--- src/rtl/sfr_pkg.sv ---
package sfr_pkg;
   typedef enum logic [1:0] {
      TAG_VALID = 2'b00,
      TAG_EMPTY = 2'b11
   } tag_e;
endpackage

--- src/rtl/sfr_store.sv ---
module sfr_store #(
   parameter int NREG   = 8,
   parameter int LOW_W  = 64,
   parameter int HIGH_W = 16,
   localparam int ROW_W = LOW_W + HIGH_W,
   localparam int IW    = $clog2(NREG)
) (
   input  logic                       clk,
   input  logic                       rst_n,
   input  logic                       wr_en,
   input  logic [IW-1:0]              wr_idx,
   input  logic [LOW_W-1:0]           wr_data,
   input  logic                       push_en,
   input  logic [IW-1:0]              push_idx,
   input  logic [ROW_W-1:0]           push_data,
   input  logic                       clr,
   output logic [NREG-1:0][ROW_W-1:0] mem_o
);
   // SIMD write takes the row when both paths aim at the same entry
   for (genvar g = 0; g < NREG; g++) begin : g_row
      always_ff @(posedge clk or negedge rst_n) begin
         if (!rst_n) begin
            mem_o[g] <= '0;
         end else if (wr_en && wr_idx == IW'(g)) begin
            mem_o[g] <= {{HIGH_W{1'b1}}, wr_data};
         end else if (push_en && push_idx == IW'(g)) begin
            mem_o[g] <= push_data;
         end
      end
   end

   a_r2_low_written: assert property (@(posedge clk) disable iff (!rst_n)
      wr_en |=> mem_o[$past(wr_idx)][LOW_W-1:0] == $past(wr_data));
   a_r3_high_ones: assert property (@(posedge clk) disable iff (!rst_n)
      wr_en |=> mem_o[$past(wr_idx)][ROW_W-1:LOW_W] == {HIGH_W{1'b1}});
   a_r5_clear_keeps_data: assert property (@(posedge clk) disable iff (!rst_n)
      (clr && !wr_en && !push_en) |=> $stable(mem_o));
endmodule

--- src/rtl/sfr_tags.sv ---
module sfr_tags
   import sfr_pkg::*;
#(
   parameter int NREG = 8,
   localparam int IW  = $clog2(NREG)
) (
   input  logic                 clk,
   input  logic                 rst_n,
   input  logic                 clr,
   input  logic                 simd_act,
   input  logic                 push_en,
   input  logic [IW-1:0]        push_idx,
   input  logic                 pop_en,
   input  logic [IW-1:0]        pop_idx,
   output logic [NREG-1:0][1:0] tags_o
);
   logic [NREG-1:0][1:0] nxt;

   // priority: clear, then bulk revalidate, then single-entry edits
   for (genvar g = 0; g < NREG; g++) begin : g_tag
      always_comb begin
         if (clr)                                nxt[g] = TAG_EMPTY;
         else if (simd_act)                      nxt[g] = TAG_VALID;
         else if (push_en && push_idx == IW'(g)) nxt[g] = TAG_VALID;
         else if (pop_en && pop_idx == IW'(g))   nxt[g] = TAG_EMPTY;
         else                                    nxt[g] = tags_o[g];
      end

      always_ff @(posedge clk or negedge rst_n) begin
         if (!rst_n) tags_o[g] <= TAG_EMPTY;
         else        tags_o[g] <= nxt[g];
      end
   end

   a_r5_clear_all_empty: assert property (@(posedge clk) disable iff (!rst_n)
      clr |=> tags_o == {NREG{TAG_EMPTY}});
   a_r4_access_all_valid: assert property (@(posedge clk) disable iff (!rst_n)
      (simd_act && !clr) |=> tags_o == '0);
   a_r6_push_valid: assert property (@(posedge clk) disable iff (!rst_n)
      (push_en && !clr && !simd_act) |=> tags_o[$past(push_idx)] == TAG_VALID);
   a_r7_pop_empty: assert property (@(posedge clk) disable iff (!rst_n)
      (pop_en && !push_en && !clr && !simd_act) |=> tags_o[$past(pop_idx)] == TAG_EMPTY);
endmodule

--- src/rtl/sfr_rdmux.sv ---
module sfr_rdmux #(
   parameter int NREG  = 8,
   parameter int ROW_W = 80,
   parameter int OUT_W = 64,
   localparam int IW   = $clog2(NREG)
) (
   input  logic [NREG-1:0][ROW_W-1:0] mem_i,
   input  logic [IW-1:0]              idx,
   output logic [OUT_W-1:0]           data_o
);
   if (OUT_W > ROW_W) begin : g_bad_width
      $error("read width exceeds row width");
   end

   if (OUT_W == ROW_W) begin : g_full
      assign data_o = mem_i[idx];
   end else begin : g_low
      logic [ROW_W-1:0] row;
      assign row    = mem_i[idx];
      assign data_o = row[OUT_W-1:0];
   end
endmodule

--- src/rtl/sfr_shared_regs.sv ---
module sfr_shared_regs #(
   parameter int NREG   = 8,
   parameter int LOW_W  = 64,
   parameter int HIGH_W = 16,
   localparam int ROW_W = LOW_W + HIGH_W,
   localparam int IW    = $clog2(NREG)
) (
   input  logic              clk,
   input  logic              rst_n,
   input  logic              rda_en,
   input  logic [IW-1:0]     rda_idx,
   output logic [LOW_W-1:0]  rda_data,
   input  logic              rdb_en,
   input  logic [IW-1:0]     rdb_idx,
   output logic [LOW_W-1:0]  rdb_data,
   input  logic              wr_en,
   input  logic [IW-1:0]     wr_idx,
   input  logic [LOW_W-1:0]  wr_data,
   input  logic              clr,
   input  logic              fp_push,
   input  logic [IW-1:0]     fp_push_idx,
   input  logic [ROW_W-1:0]  fp_push_data,
   input  logic              fp_pop,
   input  logic [IW-1:0]     fp_pop_idx,
   input  logic [IW-1:0]     fp_rd_idx,
   output logic [ROW_W-1:0]  fp_rd_data,
   output logic [2*NREG-1:0] tag_word
);
   if (NREG < 2 || (1 << IW) != NREG) begin : g_bad_depth
      $error("entry count must be a power of two of at least 2");
   end
   if (LOW_W < 1 || HIGH_W < 1) begin : g_bad_split
      $error("both row fields need at least one bit");
   end

   logic [NREG-1:0][ROW_W-1:0] mem;
   logic [NREG-1:0][1:0]       tags;
   logic                       simd_act;

   assign simd_act = rda_en | rdb_en | wr_en;
   assign tag_word = tags;

   sfr_store #(.NREG(NREG), .LOW_W(LOW_W), .HIGH_W(HIGH_W)) u_store (
      .clk(clk), .rst_n(rst_n),
      .wr_en(wr_en), .wr_idx(wr_idx), .wr_data(wr_data),
      .push_en(fp_push), .push_idx(fp_push_idx), .push_data(fp_push_data),
      .clr(clr), .mem_o(mem)
   );

   sfr_tags #(.NREG(NREG)) u_tags (
      .clk(clk), .rst_n(rst_n), .clr(clr), .simd_act(simd_act),
      .push_en(fp_push), .push_idx(fp_push_idx),
      .pop_en(fp_pop), .pop_idx(fp_pop_idx), .tags_o(tags)
   );

   sfr_rdmux #(.NREG(NREG), .ROW_W(ROW_W), .OUT_W(LOW_W)) u_rda (
      .mem_i(mem), .idx(rda_idx), .data_o(rda_data));
   sfr_rdmux #(.NREG(NREG), .ROW_W(ROW_W), .OUT_W(LOW_W)) u_rdb (
      .mem_i(mem), .idx(rdb_idx), .data_o(rdb_data));
   sfr_rdmux #(.NREG(NREG), .ROW_W(ROW_W), .OUT_W(ROW_W)) u_rdf (
      .mem_i(mem), .idx(fp_rd_idx), .data_o(fp_rd_data));

   a_r8_clear_beats_write: assert property (@(posedge clk) disable iff (!rst_n)
      (clr && wr_en) |=> (tag_word == '1 && mem[$past(wr_idx)][LOW_W-1:0] == $past(wr_data)));
endmodule

--- config.mk ---
export PLATFORM = sky130hd
export DESIGN_NAME = sfr_shared_regs
export DESIGN_NICKNAME = d
export VERILOG_FILES = /design/src/rtl/sfr_pkg.sv /design/src/rtl/sfr_store.sv /design/src/rtl/sfr_tags.sv /design/src/rtl/sfr_rdmux.sv /design/src/rtl/sfr_shared_regs.sv
export SDC_FILE = /design/constraint.sdc
export NUM_CORES = 2
export LEC_CHECK = 0
export ABC_AREA = 1
export BUFFER_PORTS_ARGS = -buffer_cell sky130_fd_sc_hd__buf_2
export CAP_MARGIN = 20
export CELL_PAD_IN_SITES_DETAIL_PLACEMENT = 0
export CELL_PAD_IN_SITES_GLOBAL_PLACEMENT = 2
export CORE_MARGIN = 1.5
export CORE_UTILIZATION = 34
export DETAILED_ROUTE_END_ITERATION = 12
export HOLD_SLACK_MARGIN = 0.02
export PLACE_DENSITY_LB_ADDON = 0.1
export RECOVER_POWER = 100
export SKIP_LAST_GASP = 1
export SYNTH_ARGS = -nofsm -noshare
export SYNTH_HDL_FRONTEND = slang
export SYNTH_SLANG_ARGS = --single-unit
--- constraint.sdc ---
create_clock -name clk -period 3.5 [get_ports clk]
set_clock_uncertainty 0.1 [all_clocks]
set_input_delay 0.525 -clock clk [delete_from_list [all_inputs] [get_ports clk]]
set_output_delay 0.525 -clock clk [all_outputs]
set_load 0.01 [all_outputs]
======== Word-level counts from Yosys, hierarchy flattened ========
Index checks and enable logic that the tools add are counted.
cells by class
  muxes and demuxes ....................... 54
  reductions and logical operators ........ 43
  bitwise operators ....................... 2
  eq/ne operators ......................... 21
  magnitude comparators ................... 3
operator list
  operator            count
  $mux 80             17
  $bmux 80 s3         3
  $mux 64             2
  $mux 2              32
  $eq 3x3->1 const B  12
  $reduce_bool 4->1   8
  $logic_and 1x1->1   24
  $eq 3x2->1 const B  6
  $reduce_bool 2->1   8
  $lt 3x4->1 const B  3
  $eq 3x1->1 const B  3
  $logic_not 3->1     3
  $or 1x1->1          2
word-level totals
  register bits after elaboration ......... 656
  bits of input ports ..................... 170
  output and inout bits ................... 224

======== Longest topological paths before layout ========
  depth in word-level cells ............... 6
  gate-level depth with buffers ........... 9
  mapped depth without buffers ............ 7

======== Modules after synthesis ========
A second synthesis with hierarchy kept.
second synthesis, totals
  cells, all modules ...................... 9677
  area, all modules ....................... 53438.8 um^2
modules (own cells, without submodules)
  module                 area an instance (um^2)  times used  cells an instance
  sfr_store              30215.2                  1           4052
  sfr_rdmux (u_rda ...)  6979.2                   2           1701
  sfr_rdmux (u_rdf)      8623.3                   1           2126
  sfr_tags               630.6                    1           94
  sfr_shared_regs        11.3                     1           3

======== Worst setup path after synthesis ========
No wires, ideal clock.
  path type ............................... input to output
  from .................................... input port rda_idx[0]
  to ...................................... output port rda_data[16]
  arrival ................................. 1586 ps
  cell stages on the path ................. 9
  slack ................................... 1289 ps
  buffers on the path ..................... 3
  path through ............................ clkbuf_1 > inv_1 > clkbuf_1 > clkbuf_1 > nand2_1 > nand3_1 > nand2_1 > nand2_1 > nand2_1
between the ends
  cells in the longest elaborated chain, start to end .. 2
ends and longest elaborated chain
  what                           RTL line               text
  from (decl)                    sfr_shared_regs.sv:11  input logic [IW-1:0] rda_idx,
  $bmux 80 s3                    sfr_rdmux.sv:19        assign row = mem_i[idx];
  $mux 64 (implied by the code)  sfr_rdmux.sv:19
  to (decl)                      sfr_shared_regs.sv:12  output logic [LOW_W-1:0] rda_data,
Every way passes these cells. The select of a mux whose other input is x is not followed.

======== Worst setup path after layout ========
  from .................................... input port wr_idx[1]
  to ...................................... register u_store.mem_o[543] (netlist bit)
between the ends
  cells in the longest elaborated chain, start to end .. 3
  elaborated cells on any way between the ends .. 4
  those cells by class .................... eq/ne: 1; mux: 1; reduce/logical: 2
ends and longest elaborated chain
  what                                                 RTL line               text
  from (decl)                                          sfr_shared_regs.sv:17  input logic [IW-1:0] wr_idx,
  $eq 3x3->1 *                                         sfr_store.sv:24        end else if (wr_en && wr_idx == IW'(g)) begin
  $logic_and 1x1->1 *                                  sfr_store.sv:24
  $mux 80 / $reduce_bool 2->1 (equally long branches)  -
  to (signal, indexed assignment)                      sfr_store.sv:25        mem_o[g] <= {{HIGH_W{1'b1}}, wr_data};
  to (signal, indexed assignment)                      sfr_store.sv:27        mem_o[g] <= push_data;
  to (decl)                                            sfr_store.sv:17        output logic [NREG-1:0][ROW_W-1:0] mem_o
Mark *: on every way between the ends. The rest lies on a longest branch, timed or not.
A chain may end at the register's enable or synchronous reset.

==> flow_metrics.env <==
export IMPL_status="finished with violations"
export IMPL_violations="capacitance limit, slew limit"
export IMPL_synth_edf_count=0
export IMPL_synth_area_sq_mm=0.0487
export IMPL_worstRegToRegCells=4
export IMPL_p_sw_frac=0.392
export IMPL_setup_tns_ns=0
export IMPL_synth_top_cells_by_area="nand2_1 (37%), dfrtp_1 (33%), nand3_1 (17%), inv_1 (6.1%), clkbuf_1 (3.1%)"
export IMPL_ys_seq_elements=648
export IMPL_avgSynthCellArea_sq_um=5.66
export IMPL_critPathMaxStageDelay_ns=1.28
export IMPL_p_seq_frac=0.345
export IMPL_ant_nets=0
export IMPL_hold_viol_final=0
export IMPL_fill_cells=15800
export IMPL_dominantRegCellSynth="dfrtp_1"
export IMPL_start_util=0.343
export IMPL_yosys_warnings=0
export IMPL_viasPerCell=5.41
export IMPL_period_needed_ns=3.15
export IMPL_cts_root_buf="clkbuf_16"
export IMPL_rows=138
export IMPL_nets=8812
export IMPL_arrival_ns=3.70
export IMPL_first_iter_violations=6290
export IMPL_power_leakage_nw=32.2
export IMPL_endpoint_kind="flip-flop"
export IMPL_wl_per_cell_microns=24.6
export IMPL_clkSinkCount=648
export IMPL_grt_pass1_vias=54700
export IMPL_critPathCapture="u_store.mem_o[543]"
export IMPL_drive_above_1_share=0.0620
export IMPL_internal_power_mw=17.4
export IMPL_grt_pass1_wl_mm=382
export IMPL_grt_antenna_before_repair=0
export IMPL_areaGrowthSynthToFinish_pct=13.7
export IMPL_cts_tree="done"
export IMPL_fin_util=0.390
export IMPL_cts_resized=0
export IMPL_yosys_top_cells_count="nand2_1 (4738), nand3_1 (1626), inv_1 (797)"
export IMPL_cts_hold_buffers=2
export IMPL_fin_crit_sh=0.901
export IMPL_boundaryPins=394
export IMPL_core_area_sq_mm=0.142
export IMPL_cp_startpoint="wr_idx[1]"
export IMPL_start_kind="primary input"
export IMPL_die_y_microns=381
export IMPL_path_max_fanout=64
export IMPL_regToRegSetupSlack_ns=2.49
export IMPL_cp_common_cell="nand2_1"
export IMPL_crit_slowest_cell="clkbuf_4"
export IMPL_post_cts_buffers=0
export IMPL_dp_cells=10400
export IMPL_die_width_microns=381
export IMPL_synth_most_common_cell="nand2_1"
export IMPL_vdd_ir_drop_max_mv=0.355
export IMPL_worstPathCellList="buf_2 -> inv_1 -> nor2_4 -> nand2_1 -> nand2_1 -> clkbuf_4 -> nand3_1 -> nand2_1"
export IMPL_netlist_instances=8596
export IMPL_fin_cells=10600
export IMPL_synth_top_area_cell="nand2_1"
export IMPL_gp_congestion=0.830
export IMPL_async_flop_share=1.00
export IMPL_cts_buffers=88
export IMPL_drtPass1Iterations=6
export IMPL_grt_start_max_net_pins=142
export IMPL_drc=0
export IMPL_h_tree_depth=3
export IMPL_hold_path_class="in -> reg"
export IMPL_setup_violations=0
export IMPL_ys_types=19
export IMPL_slew_viol_final=755
export IMPL_clk_path_buf_depth=3
export IMPL_p_per_area_mw_per_mm2=516
export IMPL_relSlewSlack=-0.783
export IMPL_cts_clk_slew_worst_paths_ns=0.06
export IMPL_finalPower_mw=28.5
export IMPL_clock_power_share=0.341
export IMPL_clk_latency_ns=0.72
export IMPL_r2r_start="u_tags.tags_o[2]"
export IMPL_holdWs_ns=0.0676
export IMPL_path_class="in -> reg"
export IMPL_drt_total_wl_mm=261
export IMPL_rsz0062_at_grt="false"
export IMPL_r2r_end="u_tags.tags_o[2]"
export IMPL_worstMarginPinSlew_ns=2.67
export IMPL_vias=57400
export IMPL_grt_overflow=0
export IMPL_p_comb_frac=0.314
export IMPL_hpwl_mm=146
export IMPL_synthesis_nets=8766
export IMPL_grt_use_total=0.351
export IMPL_maxCapViolations=13
export IMPL_crit_required_ns=4.04
export IMPL_seq_area_frac_synth=0.333
export IMPL_synth_top_area_frac=0.365
export IMPL_max_freq_ghz=0.317
export IMPL_die_area_sq_mm=0.145
export IMPL_port_buffers=393
export IMPL_power_net_switching_mw=11.2
==> critical path, delay by kind of cell <==
family | cells | cell delay, ns
simple gates | 5 | 1.59
buf+inv | 3 | 1.52
==> routing by layer <==
metal | track usage | wire length, microns | vias up
met5 | 0 | 0 | -
met4 | 0.123 | 9920 | 0
met3 | 0.0490 | 20700 | 511
met2 | 0.549 | 115000 | 2785
met1 | 0.491 | 115000 | 27600
li1 | - | - | 26500
==> cell usage in the layout, fill, tap and decap left out <==
cell type and count:
a21oi_1 69, buf_12 62, buf_2 208, buf_4 62, buf_6 4, buf_8 3, bufinv_16 7, clkbuf_1 215
clkbuf_16 90, clkbuf_2 17, clkbuf_4 9, clkbuf_8 22, clkinv_2 17, clkinv_4 1, clkinv_8 3, clkinvlp_4 1
dfrtp_1 640, dfstp_1 8, diode_2 1, dlygate4sd3_1 2, inv_1 792, inv_16 1, inv_2 4, inv_4 6
inv_6 4, inv_8 3, nand2_1 4734, nand2_4 7, nand3_1 1626, nor2_1 26, nor2_2 3, nor2_4 6
o211ai_1 32, o21ai_0 27
==> state kept, by name, summed over array words and instances (netlist names) <==
| name | count |
|---|---|
| u_store.mem_o | 640 |
| u_tags.tags_o | 8 |
==> power groups by stage <==
stage               Combinational, mW  Clock [mW]  Sequential [mW]
global placement                 8.89           0             9.94
CTS                              8.98        9.83             9.83
floorplan                        5.77           0             9.71
finish                           8.95        9.74             9.84
detailed placement               8.93           0             9.94
global route                     10.0        10.1             10.0
==> through the flow <==
stage / setup slack (ns) / instance area (sq um)
floorplan: 1.29 / 48700
global placement: 0.707 / 52900
detailed placement: 0.734 / 52900
CTS: 0.760 / 55900
global route: 0.323 / 55300
finish: 0.347 / 55300
==> kinds of logic (layout without fill, tap and decap cells) <==
kind of cell,after synthesis,count (layout),share of synthesized area
AND/OR/NAND/NOR,6402,6402,0.536
buffers and inverters,1418,1533,0.116
flip-flops,648,648,0.333
AO/OA/AOI/OAI,128,128,0.0148
other,0,1,0
==> final cells by class <==
| cell class | instances | area, sq um | area share |
|---|---|---|---|
| antenna | 1 | 2.50 | 0.0000452 |
| clock buffer | 129 | 2620 | 0.0473 |
| clock inverter | 30 | 384 | 0.00694 |
| inverter | 809 | 3090 | 0.0559 |
| multi-input combinational | 6530 | 26900 | 0.486 |
| sequential | 648 | 16200 | 0.293 |
| tap | 1890 | 2360 | 0.0427 |
| timing repair buffer | 565 | 3750 | 0.0678 |
==> worst min-delay path by stage <==
stage,from,to,slack [ns],cells past startpoint
after floorplan,rst_n,u_store.mem_o[0],0.13,0
after global placement,u_store.mem_o[69],u_store.mem_o[69],0.35,2
after detailed placement,u_store.mem_o[468],u_store.mem_o[468],0.36,2
after CTS,fp_push_data[74],u_store.mem_o[234],0.03,3
after global routing,fp_push_data[76],u_store.mem_o[236],0.06,3
final,fp_push_data[74],u_store.mem_o[74],0.07,3
(Power assumes the default switching activity.)
